File: src/rtl/ppio_pkg.sv
package ppio_pkg;
  typedef enum logic [1:0] {
    SEL_A    = 2'b00,
    SEL_B    = 2'b01,
    SEL_C    = 2'b10,
    SEL_CTRL = 2'b11
  } ppio_sel_e;

  localparam int CTL_DIR_A  = 4;
  localparam int CTL_DIR_CU = 3;
  localparam int CTL_DIR_B  = 1;
  localparam int CTL_DIR_CL = 0;

  typedef struct packed {
    logic dir_a;
    logic dir_cu;
    logic dir_b;
    logic dir_cl;
  } ppio_dir_t;
endpackage

File: src/rtl/ppio_strobe.sv
module ppio_strobe (
  input  logic clk,
  input  logic rst,
  input  logic cs_n,
  input  logic rd_n,
  input  logic wr_n,
  output logic wr_fire,
  output logic rd_act
);
  logic wr_act;
  logic wr_seen;

  assign wr_act  = !cs_n && !wr_n;
  assign wr_fire = wr_act && !wr_seen;
  // write has priority over a simultaneous read
  assign rd_act  = !cs_n && !rd_n && wr_n;

  always_ff @(posedge clk) begin
    if (rst) wr_seen <= 1'b0;
    else     wr_seen <= wr_act;
  end

  a_r10_one_write_per_strobe: assert property (@(posedge clk) disable iff (rst)
    wr_fire |=> !wr_fire);
endmodule

File: src/rtl/ppio_port.sv
module ppio_port #(
  parameter int W = 8
) (
  input  logic         clk,
  input  logic         rst,
  input  logic         load,
  input  logic         clr,
  input  logic [W-1:0] wdata,
  input  logic         dir_in,
  input  logic [W-1:0] pins,
  output logic [W-1:0] q,
  output logic [W-1:0] oe,
  output logic [W-1:0] rdata
);
  logic [W-1:0] pin_q;

  always_ff @(posedge clk) begin
    if (rst) begin
      q     <= '0;
      pin_q <= '0;
    end else begin
      pin_q <= pins;
      if (clr)       q <= '0;
      else if (load) q <= wdata;
    end
  end

  assign oe    = {W{~dir_in}};
  assign rdata = dir_in ? pin_q : q;

  a_r4_latch_holds: assert property (@(posedge clk) disable iff (rst)
    (!load && !clr) |=> $stable(q));
endmodule

File: src/rtl/ppio_top.sv
module ppio_top
  import ppio_pkg::*;
#(
  parameter int DW = 8
) (
  input  logic          clk,
  input  logic          rst,
  input  logic          cs_n,
  input  logic          rd_n,
  input  logic          wr_n,
  input  logic [1:0]    sel,
  input  logic [DW-1:0] bus_din,
  output logic [DW-1:0] bus_dout,
  output logic          bus_oe,
  input  logic [DW-1:0] pa_in,
  output logic [DW-1:0] pa_out,
  output logic [DW-1:0] pa_oe,
  input  logic [DW-1:0] pb_in,
  output logic [DW-1:0] pb_out,
  output logic [DW-1:0] pb_oe,
  input  logic [DW-1:0] pc_in,
  output logic [DW-1:0] pc_out,
  output logic [DW-1:0] pc_oe
);
  localparam int NW = DW / 2;

  ppio_sel_e    sel_e;
  logic         wr_fire;
  logic         rd_act;
  ppio_dir_t    dir_q;
  logic         ctl_wr;
  logic [DW-1:0] rd_a, rd_b, rd_c, rd_ctl;
  logic [DW-1:0] rd_mux;

  assign sel_e  = ppio_sel_e'(sel);
  assign ctl_wr = wr_fire && (sel_e == SEL_CTRL);

  ppio_strobe u_strobe (
    .clk(clk), .rst(rst), .cs_n(cs_n), .rd_n(rd_n), .wr_n(wr_n),
    .wr_fire(wr_fire), .rd_act(rd_act)
  );

  always_ff @(posedge clk) begin
    if (rst) begin
      dir_q <= '{dir_a: 1'b1, dir_cu: 1'b1, dir_b: 1'b1, dir_cl: 1'b1};
    end else if (ctl_wr) begin
      dir_q.dir_a  <= bus_din[CTL_DIR_A];
      dir_q.dir_cu <= bus_din[CTL_DIR_CU];
      dir_q.dir_b  <= bus_din[CTL_DIR_B];
      dir_q.dir_cl <= bus_din[CTL_DIR_CL];
    end
  end

  ppio_port #(.W(DW)) u_port_a (
    .clk(clk), .rst(rst), .load(wr_fire && sel_e == SEL_A), .clr(ctl_wr),
    .wdata(bus_din), .dir_in(dir_q.dir_a), .pins(pa_in),
    .q(pa_out), .oe(pa_oe), .rdata(rd_a)
  );

  ppio_port #(.W(DW)) u_port_b (
    .clk(clk), .rst(rst), .load(wr_fire && sel_e == SEL_B), .clr(ctl_wr),
    .wdata(bus_din), .dir_in(dir_q.dir_b), .pins(pb_in),
    .q(pb_out), .oe(pb_oe), .rdata(rd_b)
  );

  // port C: one slice per nibble, upper belongs to group A, lower to group B
  genvar g;
  generate
    for (g = 0; g < 2; g++) begin : g_pc
      ppio_port #(.W(NW)) u_nib (
        .clk(clk), .rst(rst), .load(wr_fire && sel_e == SEL_C), .clr(ctl_wr),
        .wdata(bus_din[g*NW +: NW]),
        .dir_in(g == 1 ? dir_q.dir_cu : dir_q.dir_cl),
        .pins(pc_in[g*NW +: NW]),
        .q(pc_out[g*NW +: NW]), .oe(pc_oe[g*NW +: NW]),
        .rdata(rd_c[g*NW +: NW])
      );
    end
  endgenerate

  always_comb begin
    rd_ctl = '0;
    rd_ctl[CTL_DIR_A]  = dir_q.dir_a;
    rd_ctl[CTL_DIR_CU] = dir_q.dir_cu;
    rd_ctl[CTL_DIR_B]  = dir_q.dir_b;
    rd_ctl[CTL_DIR_CL] = dir_q.dir_cl;
  end

  always_comb begin
    unique case (sel_e)
      SEL_A:   rd_mux = rd_a;
      SEL_B:   rd_mux = rd_b;
      SEL_C:   rd_mux = rd_c;
      default: rd_mux = rd_ctl;
    endcase
  end

  always_ff @(posedge clk) begin
    if (rst) begin
      bus_oe   <= 1'b0;
      bus_dout <= '0;
    end else begin
      bus_oe   <= rd_act;
      bus_dout <= rd_act ? rd_mux : '0;
    end
  end

  a_r3_ctrl_write_clears: assert property (@(posedge clk) disable iff (rst)
    ctl_wr |=> (pa_out == '0 && pb_out == '0 && pc_out == '0));
  a_r7_no_cs_no_change: assert property (@(posedge clk) disable iff (rst)
    cs_n |=> ($stable({pa_out, pb_out, pc_out}) && $stable(dir_q) && !bus_oe));
  a_r8_oe_after_read: assert property (@(posedge clk) disable iff (rst)
    bus_oe |-> $past(!cs_n && !rd_n && wr_n));
  a_r9_write_beats_read: assert property (@(posedge clk) disable iff (rst)
    (!cs_n && !rd_n && !wr_n) |=> !bus_oe);
endmodule

File: config.mk
export PLATFORM = sky130hd
export DESIGN_NAME = ppio_top
export DESIGN_NICKNAME = d
export VERILOG_FILES = /design/src/rtl/ppio_pkg.sv /design/src/rtl/ppio_strobe.sv /design/src/rtl/ppio_port.sv /design/src/rtl/ppio_top.sv
export SDC_FILE = /design/constraint.sdc
export NUM_CORES = 1
export LEC_CHECK = 0
export CAP_MARGIN = 20
export CORE_MARGIN = 2
export CORE_UTILIZATION = 44
export CTS_CLUSTER_DIAMETER = 120
export DETAILED_ROUTE_END_ITERATION = 8
export GPL_TIMING_DRIVEN = 0
export PLACE_DENSITY = 0.89
export SETUP_SLACK_MARGIN = 0.15
export SLEW_MARGIN = 10
export SYNTH_ARGS = -nofsm -noshare
export SYNTH_HDL_FRONTEND = slang
export SYNTH_SLANG_ARGS = --single-unit
File: constraint.sdc
create_clock -name clk -period 1.6 [get_ports clk]
set_input_delay 0.32 -clock clk [delete_from_list [all_inputs] [get_ports clk]]
set_output_delay 0.32 -clock clk [all_outputs]
set_load 0.03 [all_outputs]
* Word-level counts from Yosys, hierarchy flattened *
Cells that the tools add are included.

storage, ports and cells
  flip-flop bits (word level) = 62
  input port bits = 39
  word-level logic and storage cells = 43

cells by class
  bitwise operators = 5
  equality and inequality tests = 3
  muxes and demuxes = 5
  reductions and logical operators = 15

operators with widths
  operator                                              number
  one-hot mux 8 bit (3 select lines)                    1
  two-way mux 8 bit                                     2
  logical AND 1 bit                                     8
  two-way mux 4 bit                                     2
  NOT 1 bit                                             5
  equality test 2 bit (second input constant)           2
  logical NOT 1 bit                                     4
  OR reduction 2 bit                                    2
  equality test 2 x 1 -> 1 bit (second input constant)  1
  logical NOT 2 bit                                     1

* Longest topological paths before layout *
Gate-level depths: netlist of run 1.

  word-level depth = 5
  mapped depth = 6
  gate-level depth less buffers = 3

* Hierarchy *
Synthesis of run 1 repeated with hierarchy kept, for this count alone.

unflattened totals
  cells, all modules = 249
  area total of the unflattened synthesis = 2,733.9 µm²

by module, submodules not included
  module                          area an instance (µm²)  instances  sequential area each (µm²)  cells each
  ppio_port at u_port_a ...       694.4                   2          320.3                       60
  ppio_port at g_pc[0].u_nib ...  327.8                   2          160.2                       29
  ppio_top                        646.9                   1          260.2                       67
  ppio_strobe                     42.5                    1          20.0                        4

* Worst setup path after synthesis of run 1 *
OpenSTA, ideal clock, no wires.

  kind = register -> output
  start point = reg dir_q[3] (netlist name)
  end point = out pa_oe[1]
  cell stages (with the launch flop) = 4
  arrival time = 1.030 ns
  required time = 1.280 ns
  slack = 0.250 ns
  cell sequence = dfxtp_1 buf_2 inv_1 buf_4

on the way
  word-level cells in the longest chain between the ends = 1

RTL lines
  item                      RTL line         RTL
  start: declaration        ppio_top.sv:30   ppio_dir_t dir_q;
  start signal: assignment  ppio_top.sv:45   dir_q <= '{dir_a: 1'b1, dir_cu: 1'b1, dir_b: 1'b1, dir_cl: 1'b1};
  NOT 1 bit                 ppio_port.sv:28  assign oe = {W{~dir_in}};
  end: declaration          ppio_top.sv:17   output logic [DW-1:0] pa_oe,

No other way between the ends.

* Final worst setup path of run 1 *
  start point = reg dir_q[1] (netlist name)
  end point = out pb_oe[2]

on the way
  word-level cells in the longest chain between the ends = 1

RTL lines
  item              RTL line         RTL
  NOT 1 bit         ppio_port.sv:28
  end: declaration  ppio_top.sv:20   output logic [DW-1:0] pb_oe,

No other way between the ends.

==> results of run 1 <==
==> flip-flops by register name (all words and copies together), names as in the netlist <==
name / count
bus_dout: 8
bus_oe: 1
dir_q: 4
g_pc.u_nib.pin_q: 8
g_pc.u_nib.q: 8
u_port_a.pin_q: 8
u_port_a.q: 8
u_port_b.pin_q: 8
u_port_b.q: 8
u_strobe.wr_seen: 1
==> report_power, final <==
part	internal (W)	switching (W)	total, W
Combinational	0.000278	0.000299	0.000577
Sequential	0.00160	0.0000220	0.00162
Clock	0.000637	0.000568	0.00120
Total	0.00251	0.000889	0.00340
==> cell type report <==
class | instances | share of cell area (%)
multi-input combinational | 169 | 27.8
timing repair buffer | 114 | 25.8
timing repair inverter | 1 | 0.183
tap | 75 | 2.29
buffer | 42 | 8.88
inverter | 4 | 0.671
sequential | 62 | 30.3
clock inverter | 1 | 0.122
clock buffer | 14 | 3.97
==> synthesized netlist by cell type <==
| cell type | number |
|---|---|
| a21o_1 | 1 |
| a21oi_1 | 32 |
| a311o_1 | 4 |
| and2_1 | 1 |
| and2b_1 | 1 |
| buf_1 | 3 |
| buf_2 | 12 |
| buf_4 | 21 |
| clkbuf_1 | 7 |
| dfxtp_1 | 62 |
| inv_1 | 4 |
| mux2_2 | 4 |
| mux2i_1 | 20 |
| nand2_1 | 1 |
| nand2b_1 | 2 |
| nand3_1 | 24 |
| nor2_1 | 5 |
| nor2b_1 | 25 |
| nor3_1 | 1 |
| nor3_4 | 1 |
| nor4b_4 | 1 |
| o21a_1 | 4 |
| o21ai_0 | 31 |
| o21ai_1 | 1 |
| o22a_1 | 4 |
| o22ai_1 | 4 |
| or2_1 | 1 |
| or3_4 | 1 |
==> timing repair <==
item	CTS	global route
setup endpoints to repair	101	73
setup buffers	15	4
cloned	1	0
pin swaps	0	1
gates resized for setup	239	69
==> worst max path at each step <==
stage	cells after the start	to	from
after floorplan	3	pa_oe[1]	dir_q[3]$_SDFFE_PP1P_
final	6	pb_oe[2]	dir_q[1]$_SDFFE_PP1P_
after CTS	6	pb_oe[2]	dir_q[1]$_SDFFE_PP1P_
after global placement	4	u_port_b.pin_q[2]$_SDFF_PP0_	rst
after detailed placement	4	u_port_b.pin_q[2]$_SDFF_PP0_	rst
after global routing	6	pb_oe[2]	dir_q[1]$_SDFFE_PP1P_
==> worst max-delay path, delay by kind of cell, from the launching register on <==
| family | cells | cell delay (ns) |
|---|---|---|
| buffers and inverters | 6 | 0.72 |
| flip-flops | 1 | 0.35 |
==> per-layer routing <==
metal / vias to the layer above / GRT usage, % / part of all wire (%)
met5: - / 0 / 0
met4: 0 / 13.2 / 4.0
met3: 41 / 7.78 / 8.5
met2: 188 / 44.4 / 50
met1: 1238 / 29.8 / 38
li1: 1196 / - / -
==> kinds of logic after synthesis <==
family / Yosys count
muxes: 24
AOI/OAI and AO/OA: 81
DFF: 62
and+or+nand+nor: 64
buffers and inverters: 47
==> through the flow <==
| step | utilization, % | hold WS, ns |
|---|---|---|
| 2_1_floorplan | - | 0.397 |
| 6_report | 70.5 | 0.455 |
| 4_1_cts | 68.8 | 0.425 |
| 3_3_place_gp | 62.7 | 0.486 |
| 3_5_place_dp | 62.7 | 0.491 |
| 5_1_grt | 70.5 | 0.472 |
==> results.cfg, run 1 <==
[yosys]
ys_ff_latch = 62
synthTopCellsByArea = dfxtp_1, mux2i_1, a21oi_1
synth_area_sq_um = 2600
syn_nets = 317
synthXorXnorAreaFrac_pct = 0
synth-simple-area-share_pct = 14.9
synth_top_family_by_area = compound AO/OA/AOI/OAI gates
ys_types = 28
synth.top_cell.area_share_pct = 47.7
yosys.area.top_type = dfxtp_1
synthCells = 278
avgSynthCellArea_sq_um = 9.36
synthMuxAreaShare_pct = 9.42
synth_adder_area_share_pct = 0
yosys_warnings = 0
synth-compound-area-share_pct = 17.6
seq_area_frac_synth_pct = 47.7

[worst_hold_path]
min_path_cells = 2
min_to = u_strobe.wr_seen$_SDFF_PP0_
min_path_type = in2reg
min-delay-start = wr_n

[layout]
final_common_cell = dfxtp_1
diodes = 0
syn_to_final_growth_pct = 57.5
multiInputGateArea_sq_um = 1140
final_area_sq_um = 4100
seqCellArea_sq_um = 1240
nets = 442
fill_cells = 435
layout_common_cells = dfxtp_1, buf_6, clkdlybuf4s50_1
drive_gt1_share_pct = 31.9
final_cells = 482

[drt]
wl_mm = 8.72
dr.pass1.iters = 5
vias = 2663
via_per_inst = 5.52
ant_nets = 0
routedWlPerCell_microns = 18.1
drc = 0
drt_iter0_markers = 348

[worst_setup_path]
r2r_start = u_strobe.wr_seen$_SDFF_PP0_
path_class = reg2out
crit_arrival_ns = 1.41
slowest_delay_ns = 0.35
critPathSlowestCell = dfxtp_2
crit_required_ns = 1.28
crit_path_start_kind = register
cp_common_cell = buf_6
r2r_slack_ns = 0.12
cp_max_fo = 4
reg2reg_depth = 4
r2r_end = u_port_a.q[0]$_SDFFE_PP0P_
path_cells = buf_6 > clkinvlp_4 > buf_6 > buf_6 > buf_6 > buf_6
crit_path_end_kind = primary output

[flow_run]
cap_violations = 0

[clocking]
clk_latency_ns = 0.35
cts_tree = built
clk_pin_slew_ns = 0.06
holdBufCountCts = 0
cts_made_buffers = 9
htree_levels = 3
clk_path_buf_depth = 2
clock_sinks = 62
ctsRootBufferMaster = clkbuf_8

[power]
p_total_w = 0.00340
vdd_drop_max_v = 0.000632
p_per_area_nw_per_um2 = 829
p_leak_nw = 1.84

[floorplanning]
dieArea_sq_um = 6550
die_h_microns = 80.9
core-area_sq_um = 5820
initial_core_util_pct = 44.8
rows = 28
die_x_microns = 80.9
io_pins = 96

[sta]
relSlewSlack_pct = 67.5
tns_ns = -0.581
maxSlewViolCount = 0
rsz0062_at_grt = yes
fmax_mhz = 577
clock_skew_ns = 0.00563
tightest_slew_ns = 0.488
post-route-min-period_ns = 1.73
hold_viol_final = 0
setup_violations = 9
finalCritPeriodShare_pct = 108
finalWorstSetupSlack_ns = -0.133

[global_route]
grt_max_degree = 20
grt_pass1_vias = 2487
overflow = 0
grt_use_total_pct = 26.1
antenna_found_initial = 0
grt_pass1_wl_mm = 12.6

[run_status]
status = finished, violations left
violations = setup timing

[placement]
dp_cells = 448
dpl_cell_area_sq_um = 3650
place_congestion = 0.920
pre_cts_slack_ns = -0.510
hpwl_mm = 5.41
port_buffers = 95
Power figures use the tool's default switching activity.
==> inputs of run 2 (changes only) <==
--- a/config.mk
+++ b/config.mk
@@ -5,7 +5,7 @@
 export SDC_FILE = /design/constraint.sdc
 export NUM_CORES = 1
 export LEC_CHECK = 0
-export CAP_MARGIN = 20
+export CAP_MARGIN = 25
 export CORE_MARGIN = 2
 export CORE_UTILIZATION = 44
 export CTS_CLUSTER_DIAMETER = 120
==> results of run 2 <==
The final DEF is identical to that of run 1; final timing and power are the same.
==> inputs of run 3 (changes only) <==
--- a/config.mk
+++ b/config.mk
@@ -10,7 +10,6 @@
 export CORE_UTILIZATION = 44
 export CTS_CLUSTER_DIAMETER = 120
 export DETAILED_ROUTE_END_ITERATION = 8
-export GPL_TIMING_DRIVEN = 0
 export PLACE_DENSITY = 0.89
 export SETUP_SLACK_MARGIN = 0.15
 export SLEW_MARGIN = 10
==> run 3 against run 2 <==
The run now ends clean; flip-flop and latch count is the same; power is 5.8% higher; worst hold slack worse by 0.030 ns; combinational power decreased by 15%; design area down 10%; register-to-register slack improved by 0.09 ns; setup slack gained 0.30 ns; non-clock buffer count decreased by 33; first-iteration DRC count decreased by 27%; largest cell class is now sequential cells; highest routed layer unchanged.
==> results.cfg, run 3 (synthesized netlist as in run 1, its figures left out) <==
[power]
swShare_pct = 24.0
p_leak_nw = 1.71
p_seq_share_pct = 45.0
p_int_w = 0.00273
p_comb_share_pct = 13.6
vdd_drop_max_v = 0.000643
p_sw_w = 0.000865
p_clk_share_pct = 41.5
p_per_area_nw_per_um2 = 978

[placement]
port_buffers = 95
dpl_cell_area_sq_um = 3580
hpwl_mm = 5.17
dp_cells = 430
place_congestion = 0.849

[global_route]
grt_pass1_vias = 2266
grt_pass1_wl_mm = 11.3
grt_use_total_pct = 23.1
overflow = 0
grt_max_degree = 25
antenna_found_initial = 0

[layout]
seqCellArea_sq_um = 1240
fill_cells = 486
final_area_sq_um = 3680
diodes = 0
final_common_cell = dfxtp_1
drive_gt1_share_pct = 22.6
final_cells = 451
multiInputGateArea_sq_um = 1110
syn_to_final_growth_pct = 41.4
layout_common_cells = dfxtp_1, clkdlybuf4s50_1, a21oi_1
final_core_util_pct = 63.3
nets = 410

[floorplanning]
die_h_microns = 80.9
initial_core_util_pct = 44.8
io_pins = 96
dieArea_sq_um = 6550
die_x_microns = 80.9
core-area_sq_um = 5820
rows = 28

[sta]
hold_viol_final = 0
setup_violations = 0
finalCritPeriodShare_pct = 89.5
fmax_mhz = 698
maxSlewViolCount = 0
tightest_slew_ns = 0.450
post-route-min-period_ns = 1.43
tns_ns = 0
rsz0062_at_grt = no
clock_skew_ns = 0.00706
relSlewSlack_pct = 70.0

[drt]
via_per_inst = 5.41
wl_mm = 7.67
vias = 2438
drt_iter0_markers = 255
routedWlPerCell_microns = 17.0
dr.pass1.iters = 4
ant_nets = 0
drc = 0

[clocking]
htree_levels = 3
cts_made_buffers = 9
cts_tree = built
clk_latency_ns = 0.34
holdBufCountCts = 0
ctsRootBufferMaster = clkbuf_8
clk_path_buf_depth = 2
clk_pin_slew_ns = 0.07
clock_sinks = 62

[worst_setup_path]
cp_num_buf_inv = 1
crit_arrival_ns = 1.11
path_class = reg2out
crit_family = buffers and inverters
slowest_delay_ns = 0.41
cp_max_fo = 3
crit_required_ns = 1.28
crit_path_start_kind = register
critPathSlowestCell = dlygate4sd2_1
path_cells = dlygate4sd2_1
crit_path_end_kind = primary output

[worst_hold_path]
min_path_type = in2reg

[run_status]
status = completed

[flow_run]
cap_violations = 0
[run 3: power groups by stage]
stage / combinational, W / clock, W / sequential, W
floorplan: 0.000240 / 0 / 0.00167
global placement: 0.000484 / 0 / 0.00165
detailed placement: 0.000492 / 0 / 0.00165
CTS: 0.000473 / 0.00150 / 0.00162
global route: 0.000517 / 0.00157 / 0.00162
finish: 0.000488 / 0.00149 / 0.00162
[run 3: per-stage QoR]
step | setup WS, ns | hold WS (ns) | power, W
final | 0.168 | 0.425 | 0.00360
after global routing | 0.151 | 0.437 | 0.00371
after CTS | 0.153 | 0.493 | 0.00359
after detailed placement | -0.191 | 0.487 | 0.00214
after global placement | -0.131 | 0.481 | 0.00213
after floorplan | 0.250 | 0.397 | 0.00191
[run 3: layout make-up]
| type | instances | area share [%] |
|---|---|---|
| Clock inverter | 4 | 1.90 |
| Sequential cell | 62 | 33.7 |
| Multi-Input combinational cell | 171 | 30.1 |
| Tap cell | 75 | 2.55 |
| Clock buffer | 12 | 3.94 |
| Timing Repair Buffer | 123 | 27.4 |
| Inverter | 4 | 0.408 |
[run 3: timing repair]
item | in CTS | in global routing
endpoints found under the setup margin | 70 | 60
pin swaps | 2 | 2
cloned | 0 | 2
setup buffers | 0 | 3
resized for setup | 147 | 43
[run 3: path summary, 6_finish.rpt]
| path | from | endpoint | slack, ns | cells after the start |
|---|---|---|---|---|
| min | wr_n | u_strobe.wr_seen$_SDFF_PP0_ | 0.42 | 2 |
| max | u_port_b.q[2]$_SDFFE_PP0P_ | pb_out[2] | 0.17 | 1 |
| max reg2reg | u_strobe.wr_seen$_SDFF_PP0_ | u_port_b.q[3]$_SDFFE_PP0P_ | 0.21 | 3 |
| min reg2reg | g_pc[1].u_nib.q[2]$_SDFFE_PP0P_ | g_pc[1].u_nib.q[2]$_SDFFE_PP0P_ | 0.49 | 2 |
[run 3: metal layers]
metal | global-route usage [%] | wire (microns) | part of all wire [%] | vias up
met5 | 0 | 0 | 0 | -
met4 | 11.9 | 248 | 3.2 | 0
met3 | 6.33 | 729 | 9.5 | 23
met2 | 37.5 | 3650 | 48 | 145
met1 | 27.9 | 3040 | 40 | 1132
li1 | - | - | - | 1138
